$ cat src/rtl/bscan_pkg.sv
package bscan_pkg;

  typedef enum logic [3:0] {
    ST_TLR, ST_RTI,
    ST_SEL_DR, ST_CAP_DR, ST_SH_DR, ST_EX1_DR, ST_PAU_DR, ST_EX2_DR, ST_UPD_DR,
    ST_SEL_IR, ST_CAP_IR, ST_SH_IR, ST_EX1_IR, ST_PAU_IR, ST_EX2_IR, ST_UPD_IR
  } tap_state_e;

  localparam int IR_W = 3;

  localparam logic [IR_W-1:0] IR_EXTEST  = 3'b000;
  localparam logic [IR_W-1:0] IR_SAMPLE  = 3'b001;
  localparam logic [IR_W-1:0] IR_IDCODE  = 3'b110;
  localparam logic [IR_W-1:0] IR_BYPASS  = 3'b111;
  localparam logic [IR_W-1:0] IR_CAPTURE = 3'b001;

  typedef enum logic [1:0] {
    DR_BYPASS,
    DR_IDCODE,
    DR_PADS
  } dr_sel_e;

  function automatic dr_sel_e decode_ir(input logic [IR_W-1:0] ir);
    dr_sel_e sel;
    case (ir)
      IR_EXTEST, IR_SAMPLE: sel = DR_PADS;
      IR_IDCODE:            sel = DR_IDCODE;
      default:              sel = DR_BYPASS;
    endcase
    return sel;
  endfunction

endpackage

$ cat src/rtl/bscan_tap.sv
module bscan_tap
  import bscan_pkg::*;
(
  input  logic       tck_i,
  input  logic       rst_ni,
  input  logic       tms_i,
  output tap_state_e state_o
);

  tap_state_e state_q, state_d;

  always_comb begin
    state_d = state_q;
    unique case (state_q)
      ST_TLR:    state_d = tms_i ? ST_TLR    : ST_RTI;
      ST_RTI:    state_d = tms_i ? ST_SEL_DR : ST_RTI;
      ST_SEL_DR: state_d = tms_i ? ST_SEL_IR : ST_CAP_DR;
      ST_CAP_DR: state_d = tms_i ? ST_EX1_DR : ST_SH_DR;
      ST_SH_DR:  state_d = tms_i ? ST_EX1_DR : ST_SH_DR;
      ST_EX1_DR: state_d = tms_i ? ST_UPD_DR : ST_PAU_DR;
      ST_PAU_DR: state_d = tms_i ? ST_EX2_DR : ST_PAU_DR;
      ST_EX2_DR: state_d = tms_i ? ST_UPD_DR : ST_SH_DR;
      ST_UPD_DR: state_d = tms_i ? ST_SEL_DR : ST_RTI;
      ST_SEL_IR: state_d = tms_i ? ST_TLR    : ST_CAP_IR;
      ST_CAP_IR: state_d = tms_i ? ST_EX1_IR : ST_SH_IR;
      ST_SH_IR:  state_d = tms_i ? ST_EX1_IR : ST_SH_IR;
      ST_EX1_IR: state_d = tms_i ? ST_UPD_IR : ST_PAU_IR;
      ST_PAU_IR: state_d = tms_i ? ST_EX2_IR : ST_PAU_IR;
      ST_EX2_IR: state_d = tms_i ? ST_UPD_IR : ST_SH_IR;
      ST_UPD_IR: state_d = tms_i ? ST_SEL_DR : ST_RTI;
      default:   state_d = ST_TLR;
    endcase
  end

  always_ff @(posedge tck_i or negedge rst_ni) begin
    if (!rst_ni) state_q <= ST_TLR;
    else         state_q <= state_d;
  end

  assign state_o = state_q;

  p_tlr_hold_r1: assert property (@(posedge tck_i) disable iff (!rst_ni)
    (state_q == ST_TLR && tms_i) |=> state_q == ST_TLR);

  p_sel_ir_escape_r1: assert property (@(posedge tck_i) disable iff (!rst_ni)
    (state_q == ST_SEL_IR && tms_i) |=> state_q == ST_TLR);

endmodule

$ cat src/rtl/bscan_ir.sv
module bscan_ir
  import bscan_pkg::*;
(
  input  logic            tck_i,
  input  logic            rst_ni,
  input  tap_state_e      state_i,
  input  logic            tdi_i,
  output logic [IR_W-1:0] ir_o,
  output logic            so_o
);

  logic [IR_W-1:0] sr_q;
  logic [IR_W-1:0] ir_q;

  always_ff @(posedge tck_i or negedge rst_ni) begin
    if (!rst_ni) begin
      sr_q <= '0;
    end else if (state_i == ST_CAP_IR) begin
      sr_q <= IR_CAPTURE;
    end else if (state_i == ST_SH_IR) begin
      sr_q <= {tdi_i, sr_q[IR_W-1:1]};
    end
  end

  // instruction changes on the falling edge only
  always_ff @(negedge tck_i or negedge rst_ni) begin
    if (!rst_ni)                   ir_q <= IR_IDCODE;
    else if (state_i == ST_TLR)    ir_q <= IR_IDCODE;
    else if (state_i == ST_UPD_IR) ir_q <= sr_q;
  end

  assign ir_o = ir_q;
  assign so_o = sr_q[0];

  p_ir_capture_r2: assert property (@(posedge tck_i) disable iff (!rst_ni)
    state_i == ST_CAP_IR |=> sr_q == IR_CAPTURE);

  p_idcode_on_tlr_r3: assert property (@(posedge tck_i) disable iff (!rst_ni)
    state_i == ST_TLR |=> ir_q == IR_IDCODE);

  p_ir_stable_r2: assert property (@(posedge tck_i) disable iff (!rst_ni)
    !$stable(ir_q) |-> (state_i == ST_UPD_IR || state_i == ST_TLR));

endmodule

$ cat src/rtl/bscan_idcode.sv
module bscan_idcode
  import bscan_pkg::*;
#(
  parameter logic [3:0]  ID_VERSION = 4'h2,
  parameter logic [9:0]  ID_PART    = 10'h1A3,
  parameter logic [5:0]  ID_FAMILY  = 6'h2C,
  parameter logic [10:0] ID_MFR     = 11'h05B
) (
  input  logic       tck_i,
  input  logic       rst_ni,
  input  tap_state_e state_i,
  input  logic       sel_i,
  input  logic       tdi_i,
  output logic       so_o
);

  localparam int ID_W = 32;
  localparam logic [ID_W-1:0] ID_CODE = {ID_VERSION, ID_PART, ID_FAMILY, ID_MFR, 1'b1};

  logic [ID_W-1:0] sr_q;

  always_ff @(posedge tck_i or negedge rst_ni) begin
    if (!rst_ni) begin
      sr_q <= '0;
    end else if (sel_i && state_i == ST_CAP_DR) begin
      sr_q <= ID_CODE;
    end else if (sel_i && state_i == ST_SH_DR) begin
      sr_q <= {tdi_i, sr_q[ID_W-1:1]};
    end
  end

  assign so_o = sr_q[0];

  p_id_lsb_one_r4: assert property (@(posedge tck_i) disable iff (!rst_ni)
    (sel_i && state_i == ST_CAP_DR) |=> sr_q[0]);

endmodule

$ cat src/rtl/bscan_cell_chain.sv
module bscan_cell_chain
  import bscan_pkg::*;
#(
  parameter int N_PADS = 4
) (
  input  logic              tck_i,
  input  logic              rst_ni,
  input  tap_state_e        state_i,
  input  logic              sel_i,
  input  logic              extest_i,
  input  logic              tdi_i,
  input  logic [N_PADS-1:0] pad_in_i,
  input  logic [N_PADS-1:0] core_oe_i,
  output logic [N_PADS-1:0] upd_data_o,
  output logic [N_PADS-1:0] upd_oe_o,
  output logic              so_o
);

  localparam int CHAIN_W = 2 * N_PADS;

  logic [CHAIN_W-1:0] sr_q;
  logic [CHAIN_W-1:0] cap_d;
  logic [N_PADS-1:0]  upd_data_q, upd_oe_q;

  for (genvar k = 0; k < N_PADS; k++) begin : g_pad
    always_comb begin
      if (extest_i) begin
        cap_d[2*k]   = upd_oe_q[k] ? upd_data_q[k] : pad_in_i[k];
        cap_d[2*k+1] = upd_oe_q[k];
      end else begin
        cap_d[2*k]   = pad_in_i[k];
        cap_d[2*k+1] = core_oe_i[k];
      end
    end

    always_ff @(negedge tck_i or negedge rst_ni) begin
      if (!rst_ni) begin
        upd_data_q[k] <= 1'b0;
        upd_oe_q[k]   <= 1'b0;
      end else if (state_i == ST_TLR) begin
        upd_data_q[k] <= 1'b0;
        upd_oe_q[k]   <= 1'b0;
      end else if (sel_i && state_i == ST_UPD_DR) begin
        upd_data_q[k] <= sr_q[2*k];
        upd_oe_q[k]   <= sr_q[2*k+1];
      end
    end

    p_extest_cap_en_r10: assert property (@(posedge tck_i) disable iff (!rst_ni)
      (sel_i && extest_i && state_i == ST_CAP_DR) |=> sr_q[2*k+1] == upd_oe_q[k]);
  end

  always_ff @(posedge tck_i or negedge rst_ni) begin
    if (!rst_ni) begin
      sr_q <= '0;
    end else if (sel_i && state_i == ST_CAP_DR) begin
      sr_q <= cap_d;
    end else if (sel_i && state_i == ST_SH_DR) begin
      sr_q <= {tdi_i, sr_q[CHAIN_W-1:1]};
    end
  end

  assign upd_data_o = upd_data_q;
  assign upd_oe_o   = upd_oe_q;
  assign so_o       = sr_q[0];

  p_upd_only_in_update_r8: assert property (@(posedge tck_i) disable iff (!rst_ni)
    !$stable({upd_data_q, upd_oe_q}) |-> (state_i == ST_UPD_DR || state_i == ST_TLR));

  p_tlr_clears_r3: assert property (@(posedge tck_i) disable iff (!rst_ni)
    state_i == ST_TLR |=> upd_oe_q == '0);

endmodule

$ cat src/rtl/bscan_pad_chain.sv
module bscan_pad_chain
  import bscan_pkg::*;
#(
  parameter int          N_PADS     = 4,
  parameter logic [3:0]  ID_VERSION = 4'h2,
  parameter logic [9:0]  ID_PART    = 10'h1A3,
  parameter logic [5:0]  ID_FAMILY  = 6'h2C,
  parameter logic [10:0] ID_MFR     = 11'h05B
) (
  input  logic              tck_i,
  input  logic              rst_ni,
  input  logic              tms_i,
  input  logic              tdi_i,
  output logic              tdo_o,
  input  logic [N_PADS-1:0] core_out_i,
  input  logic [N_PADS-1:0] core_oe_i,
  input  logic [N_PADS-1:0] pad_in_i,
  output logic [N_PADS-1:0] pad_out_o,
  output logic [N_PADS-1:0] pad_oe_o
);

  tap_state_e        state;
  logic [IR_W-1:0]   ir;
  logic              ir_so, id_so, pads_so;
  logic              bypass_q;
  logic [N_PADS-1:0] upd_data, upd_oe;
  dr_sel_e           dr_sel;
  logic              extest;

  assign dr_sel = decode_ir(ir);
  assign extest = (ir == IR_EXTEST);

  bscan_tap i_tap (
    .tck_i   (tck_i),
    .rst_ni  (rst_ni),
    .tms_i   (tms_i),
    .state_o (state)
  );

  bscan_ir i_ir (
    .tck_i   (tck_i),
    .rst_ni  (rst_ni),
    .state_i (state),
    .tdi_i   (tdi_i),
    .ir_o    (ir),
    .so_o    (ir_so)
  );

  bscan_idcode #(
    .ID_VERSION (ID_VERSION),
    .ID_PART    (ID_PART),
    .ID_FAMILY  (ID_FAMILY),
    .ID_MFR     (ID_MFR)
  ) i_idcode (
    .tck_i   (tck_i),
    .rst_ni  (rst_ni),
    .state_i (state),
    .sel_i   (dr_sel == DR_IDCODE),
    .tdi_i   (tdi_i),
    .so_o    (id_so)
  );

  bscan_cell_chain #(
    .N_PADS (N_PADS)
  ) i_chain (
    .tck_i      (tck_i),
    .rst_ni     (rst_ni),
    .state_i    (state),
    .sel_i      (dr_sel == DR_PADS),
    .extest_i   (extest),
    .tdi_i      (tdi_i),
    .pad_in_i   (pad_in_i),
    .core_oe_i  (core_oe_i),
    .upd_data_o (upd_data),
    .upd_oe_o   (upd_oe),
    .so_o       (pads_so)
  );

  always_ff @(posedge tck_i or negedge rst_ni) begin
    if (!rst_ni) begin
      bypass_q <= 1'b0;
    end else if (dr_sel == DR_BYPASS) begin
      if (state == ST_CAP_DR)     bypass_q <= 1'b0;
      else if (state == ST_SH_DR) bypass_q <= tdi_i;
    end
  end

  always_comb begin
    tdo_o = 1'b0;
    if (state == ST_SH_IR) begin
      tdo_o = ir_so;
    end else if (state == ST_SH_DR) begin
      unique case (dr_sel)
        DR_IDCODE: tdo_o = id_so;
        DR_PADS:   tdo_o = pads_so;
        default:   tdo_o = bypass_q;
      endcase
    end
  end

  assign pad_out_o = extest ? upd_data : core_out_i;
  assign pad_oe_o  = extest ? upd_oe   : core_oe_i;

  p_bypass_cap_zero_r5: assert property (@(posedge tck_i) disable iff (!rst_ni)
    (dr_sel == DR_BYPASS && state == ST_CAP_DR) |=> !bypass_q);

  p_tdo_quiet_r6: assert property (@(posedge tck_i) disable iff (!rst_ni)
    (state != ST_SH_DR && state != ST_SH_IR) |-> !tdo_o);

endmodule

$ cat config.mk
export PLATFORM = sky130hd
export DESIGN_NAME = bscan_pad_chain
export DESIGN_NICKNAME = d
export VERILOG_FILES = /design/src/rtl/bscan_pkg.sv /design/src/rtl/bscan_tap.sv /design/src/rtl/bscan_ir.sv /design/src/rtl/bscan_idcode.sv /design/src/rtl/bscan_cell_chain.sv /design/src/rtl/bscan_pad_chain.sv
export SDC_FILE = /design/constraint.sdc
export NUM_CORES = 1
export LEC_CHECK = 0
export ABC_AREA = 0
export BUFFER_PORTS_ARGS = -buffer_cell sky130_fd_sc_hd__buf_4
export CORE_MARGIN = 10
export CORE_UTILIZATION = 40
export DETAILED_ROUTE_END_ITERATION = 12
export GPL_TIMING_DRIVEN = 0
export SLEW_MARGIN = 5
export SYNTH_ARGS = -nofsm -noshare
export SYNTH_HDL_FRONTEND = slang
export SYNTH_SLANG_ARGS = --single-unit
$ cat constraint.sdc
create_clock -name tck_i -period 2.5 [get_ports tck_i]
set_clock_uncertainty 0.15 [all_clocks]
set_input_delay 0.125 -clock tck_i [delete_from_list [all_inputs] [get_ports tck_i]]
set_output_delay 0.125 -clock tck_i [all_outputs]
set_load 0.05 [all_outputs]
Word-level counts from Yosys, hierarchy flattened
Index checks and enable logic that the tools add are counted.
Operators by class
  muxes and demuxes: 53
  reduce and logical (&&, ||, !) cells: 19
  eq/ne operators: 19
Operators by type and width (count)
  $mux 32: 2
  $pmux 4 s12: 1
  $eq 4x4->1 const B: 8
  $mux 1: 27
  $mux 4: 6
  $mux 3: 6
  $eq 4x3->1 const B: 4
  $mux 8: 2
  $mux 2: 7
  $reduce_bool 2->1: 6
  $eq 4x2->1 const B: 2
  $reduce_or 2->1: 3
  $logic_and 1x1->1: 5
  $eq 4x1->1 const B: 1
  $logic_not 4->1: 1
  $pmux 2 s2: 1
  $eq 3x1->1 const B: 1
  $eq 3x3->1 const B: 1
  $logic_not 3->1: 1
  $reduce_or 3->1: 1
  $eq 2x1->1 const B: 1
  $eq 2x2->1 const B: 1
  $logic_not 2->1: 1
  $pmux 1 s2: 1
  $reduce_and 2->1: 1
Word-level totals
  word-level logic and storage cells: 105
  bits of input ports: 16
  output and inout port bits: 9
  register bits after elaboration: 59

Depth between registers and ports, before layout
  word-level depth: 7
  mapped depth: 8

By module
Synthesis repeated with hierarchy kept, for this count alone.
Second synthesis, totals
  cell total of the unflattened synthesis: 262
  area total of the unflattened synthesis: 3060.4 sq um
By module, submodules not included
  bscan_idcode: instances 1, cells each 81, area each 1248.7 sq um
  bscan_cell_chain: instances 1, cells each 86, area each 928.4 sq um
  bscan_tap: instances 1, cells each 37, area each 314.1 sq um
  bscan_ir: instances 1, cells each 29, area each 287.8 sq um
  bscan_pad_chain: instances 1, cells each 29, area each 281.5 sq um

==> metrics.txt <==
status=finished with violations; failing checks=negative setup slack; Detailed Route Iter0 Violations=105; Design Power=0.00470 W; Clock Latency Late Sink=0.38 ns; final worst hold slack=0.0738 ns; Worst Setup Start Kind=register; flop and latch count out of synthesis=59; vias in the first global route=2483; Synth Instances=306; crit end category=primary output; Clk pin slew, worst setup/hold paths=0.07 ns; die height=106 um; commonest non-fill, non-tap cell in the layout=nand2_1; die width=106 um; ys flop type=dfrtp_1; CTS tree=done; largest cells by area after synthesis=dfrtp_1, dfrtn_1, o21ai_0; worst-margin pin slew=0.765 ns; IO buf count=24; Mapped Area=2940 um^2; Final Hold Vio Count=0; FP Rows=31; # setup viols final=61; drt drc=0; Max VDD drop=0.591 mV; worst hold path class=input port to register; root buf cell=clkbuf_8; Placed Instance Area=3370 um^2; Avg Vias per Cell=5.21; r2r endpoint=i_chain.sr_q[6]; count of different cell masters after synthesis=44; die area=11200 um^2; vias post-DR=2456; worst hold endpoint=i_chain.sr_q[3]; drt first pass iters=5; Reg-to-Reg Start=i_ir.ir_o[2]; Slew HR=49.0%; Max-cap violations=0; worst reg-to-reg path cell count=8; initial antenna violation count=0; commonest non-fill, non-tap cells in the layout=nand2_1, dfrtp_1, buf_4; grt total ovfl=0; final setup margin=-1.09 ns; synth warn=0; NumNets Final=386; TritonCTS buffer count=9; area of the multi-input gates=1470 um^2; Pleak=1.75 nW; post-layout util=55.2%; layout cells sized above 1=35.5%; routed len/inst=15.3 um; max-slew violation count=0; Synth area leader=dfrtp_1; internal reg-to-reg setup slack=-0.66 ns; Placer Congestion=0.807; CP required=2.23 ns; syn_nets=325; setup TNS=-30.25 ns; largest net degree at the start of global routing=60; Pwr Density=1180 nW/um^2; EDFF count, synth=0; Routed Wire Length=7210 um; GRT Util Overall=13.1%; I/O pin total=25; Worst Hold Depth=4; area added between synthesis and finish=35.6%; critical path class=register to primary output; Routed Antenna Nets=0; Synth Area per Inst=9.60 um^2; Hold Crit Start=core_oe_i[1]; Antenna diodes=0; crit-path max FO=3; Clock Tree Buf Depth=2; Synth async-reset ratio=100%; Worst EP arrival=3.31 ns; Post-DP HPWL=4470 um; fill cell count=670; first-pass GRT wire length=12100 um; share of the synthesized area in the top cell type=40.9%; Starting Density=40.7%; final instance area=3980 um^2; RSZ-0062 raised after global routing=true; clock sinks=59; sequential share of the synthesized area=50.3%; # H-tree levels=3; Core ar.=7210 um^2; sequential cell area=1480 um^2
[power breakdown]
part | switching [W] | leakage (nW) | internal, W
Combinational | 0.00112 | 0.867 | 0.000965
Clock | 0.000418 | 0.119 | 0.000592
Sequential | 0.000273 | 0.768 | 0.00133
Total | 0.00181 | 1.75 | 0.00289
[flip-flops by register name (all words and copies together) (netlist names)]
name                count
i_ir.ir_o               3
i_chain.sr_q            8
i_idcode.sr_q          32
i_tap.state_o           4
bypass_q                1
i_ir.sr_q               3
i_chain.upd_data_o      4
i_chain.upd_oe_o        4
[routing by layer]
layer / routed length, um / global-route usage [%] / share of wire (%) / vias to the layer above
li1: - / - / - / 1197
met1: 3460 / 17.0 / 48 / 1218
met2: 3410 / 20.3 / 47 / 32
met3: 265 / 4.45 / 3.7 / 9
met4: 77 / 3.77 / 1.1 / 0
met5: 0 / 0 / 0 / -
[worst max-delay path, cell delays in order (launching register included)]
cell	delay, ns
dfstp_2	0.57
nand3_4	0.11
ha_4	0.19
a221oi_4	0.33
a2111oi_4	0.09
a41o_2	0.25
buf_8	0.15
[stage by stage]
| stage | cells | setup WS, ns |
|---|---|---|
| after floorplan | 306 | -0.616 |
| after global placement | 429 | -0.835 |
| after detailed placement | 429 | -0.842 |
| after CTS | 458 | -1.15 |
| after global routing | 471 | -1.17 |
| final | 471 | -1.09 |
[what timing repair did]
action | 4_1_cts | 5_1_grt
pin swaps | 4 | 7
endpoints found under the setup margin | 61 | 61
hold buffers | 2 | 0
hold endpoints to repair | 50 | 0
buffers inserted | 10 | 13
resized for setup | 20 | 29
[worst max path at each step]
| stage | startpoint | to | cells past startpoint |
|---|---|---|---|
| 6_report | i_ir.ir_o[2] | tdo_o | 6 |
| 4_1_cts | i_ir.ir_o[2] | tdo_o | 7 |
| 5_1_grt | i_ir.ir_o[2] | tdo_o | 6 |
| 3_3_place_gp | i_ir.ir_o[1] | tdo_o | 7 |
| 3_5_place_dp | i_ir.ir_o[1] | tdo_o | 7 |
| 2_1_floorplan | i_ir.ir_o[1] | tdo_o | 6 |
[synthesized netlist by cell type, types with 2 or more instances]
library cell,n
o22a_1,4
a22oi_1,2
inv_1,10
nor3_1,3
o22ai_1,5
a21oi_1,10
nand3_1,8
dfrtn_1,9
nor2_1,25
dfstp_2,2
buf_4,2
o21ai_1,4
a22o_1,8
mux2_2,9
o21ai_0,45
dfrtp_1,48
a21bo_2,4
clkbuf_1,4
o211ai_1,2
a221oi_1,4
buf_6,9
buf_2,5
ha_1,3
nand2_1,59
nor2b_1,3
[final cells by class]
type | instances | share of cell area, %
sequential | 59 | 37.2
multi-input combinational | 216 | 36.8
tap | 99 | 3.11
timing repair buffer | 49 | 10.8
clock buffer | 10 | 3.45
clock inverter | 8 | 2.42
inverter | 10 | 1.26
buffer | 20 | 5.06
[cell families after synthesis]
| family | after synthesis | share of synthesized area, % |
|---|---|---|
| AND/OR/NAND/NOR | 105 | 16.0 |
| adder cells (fa/ha/maj) | 3 | 1.28 |
| buffers and inverters | 31 | 6.73 |
| XOR/XNOR | 1 | 0.298 |
| flip-flops | 59 | 50.3 |
| multiplexers | 10 | 3.96 |
| AO/OA/AOI/OAI | 97 | 21.4 |
Note: power is estimated with default switching activity, not from simulation.
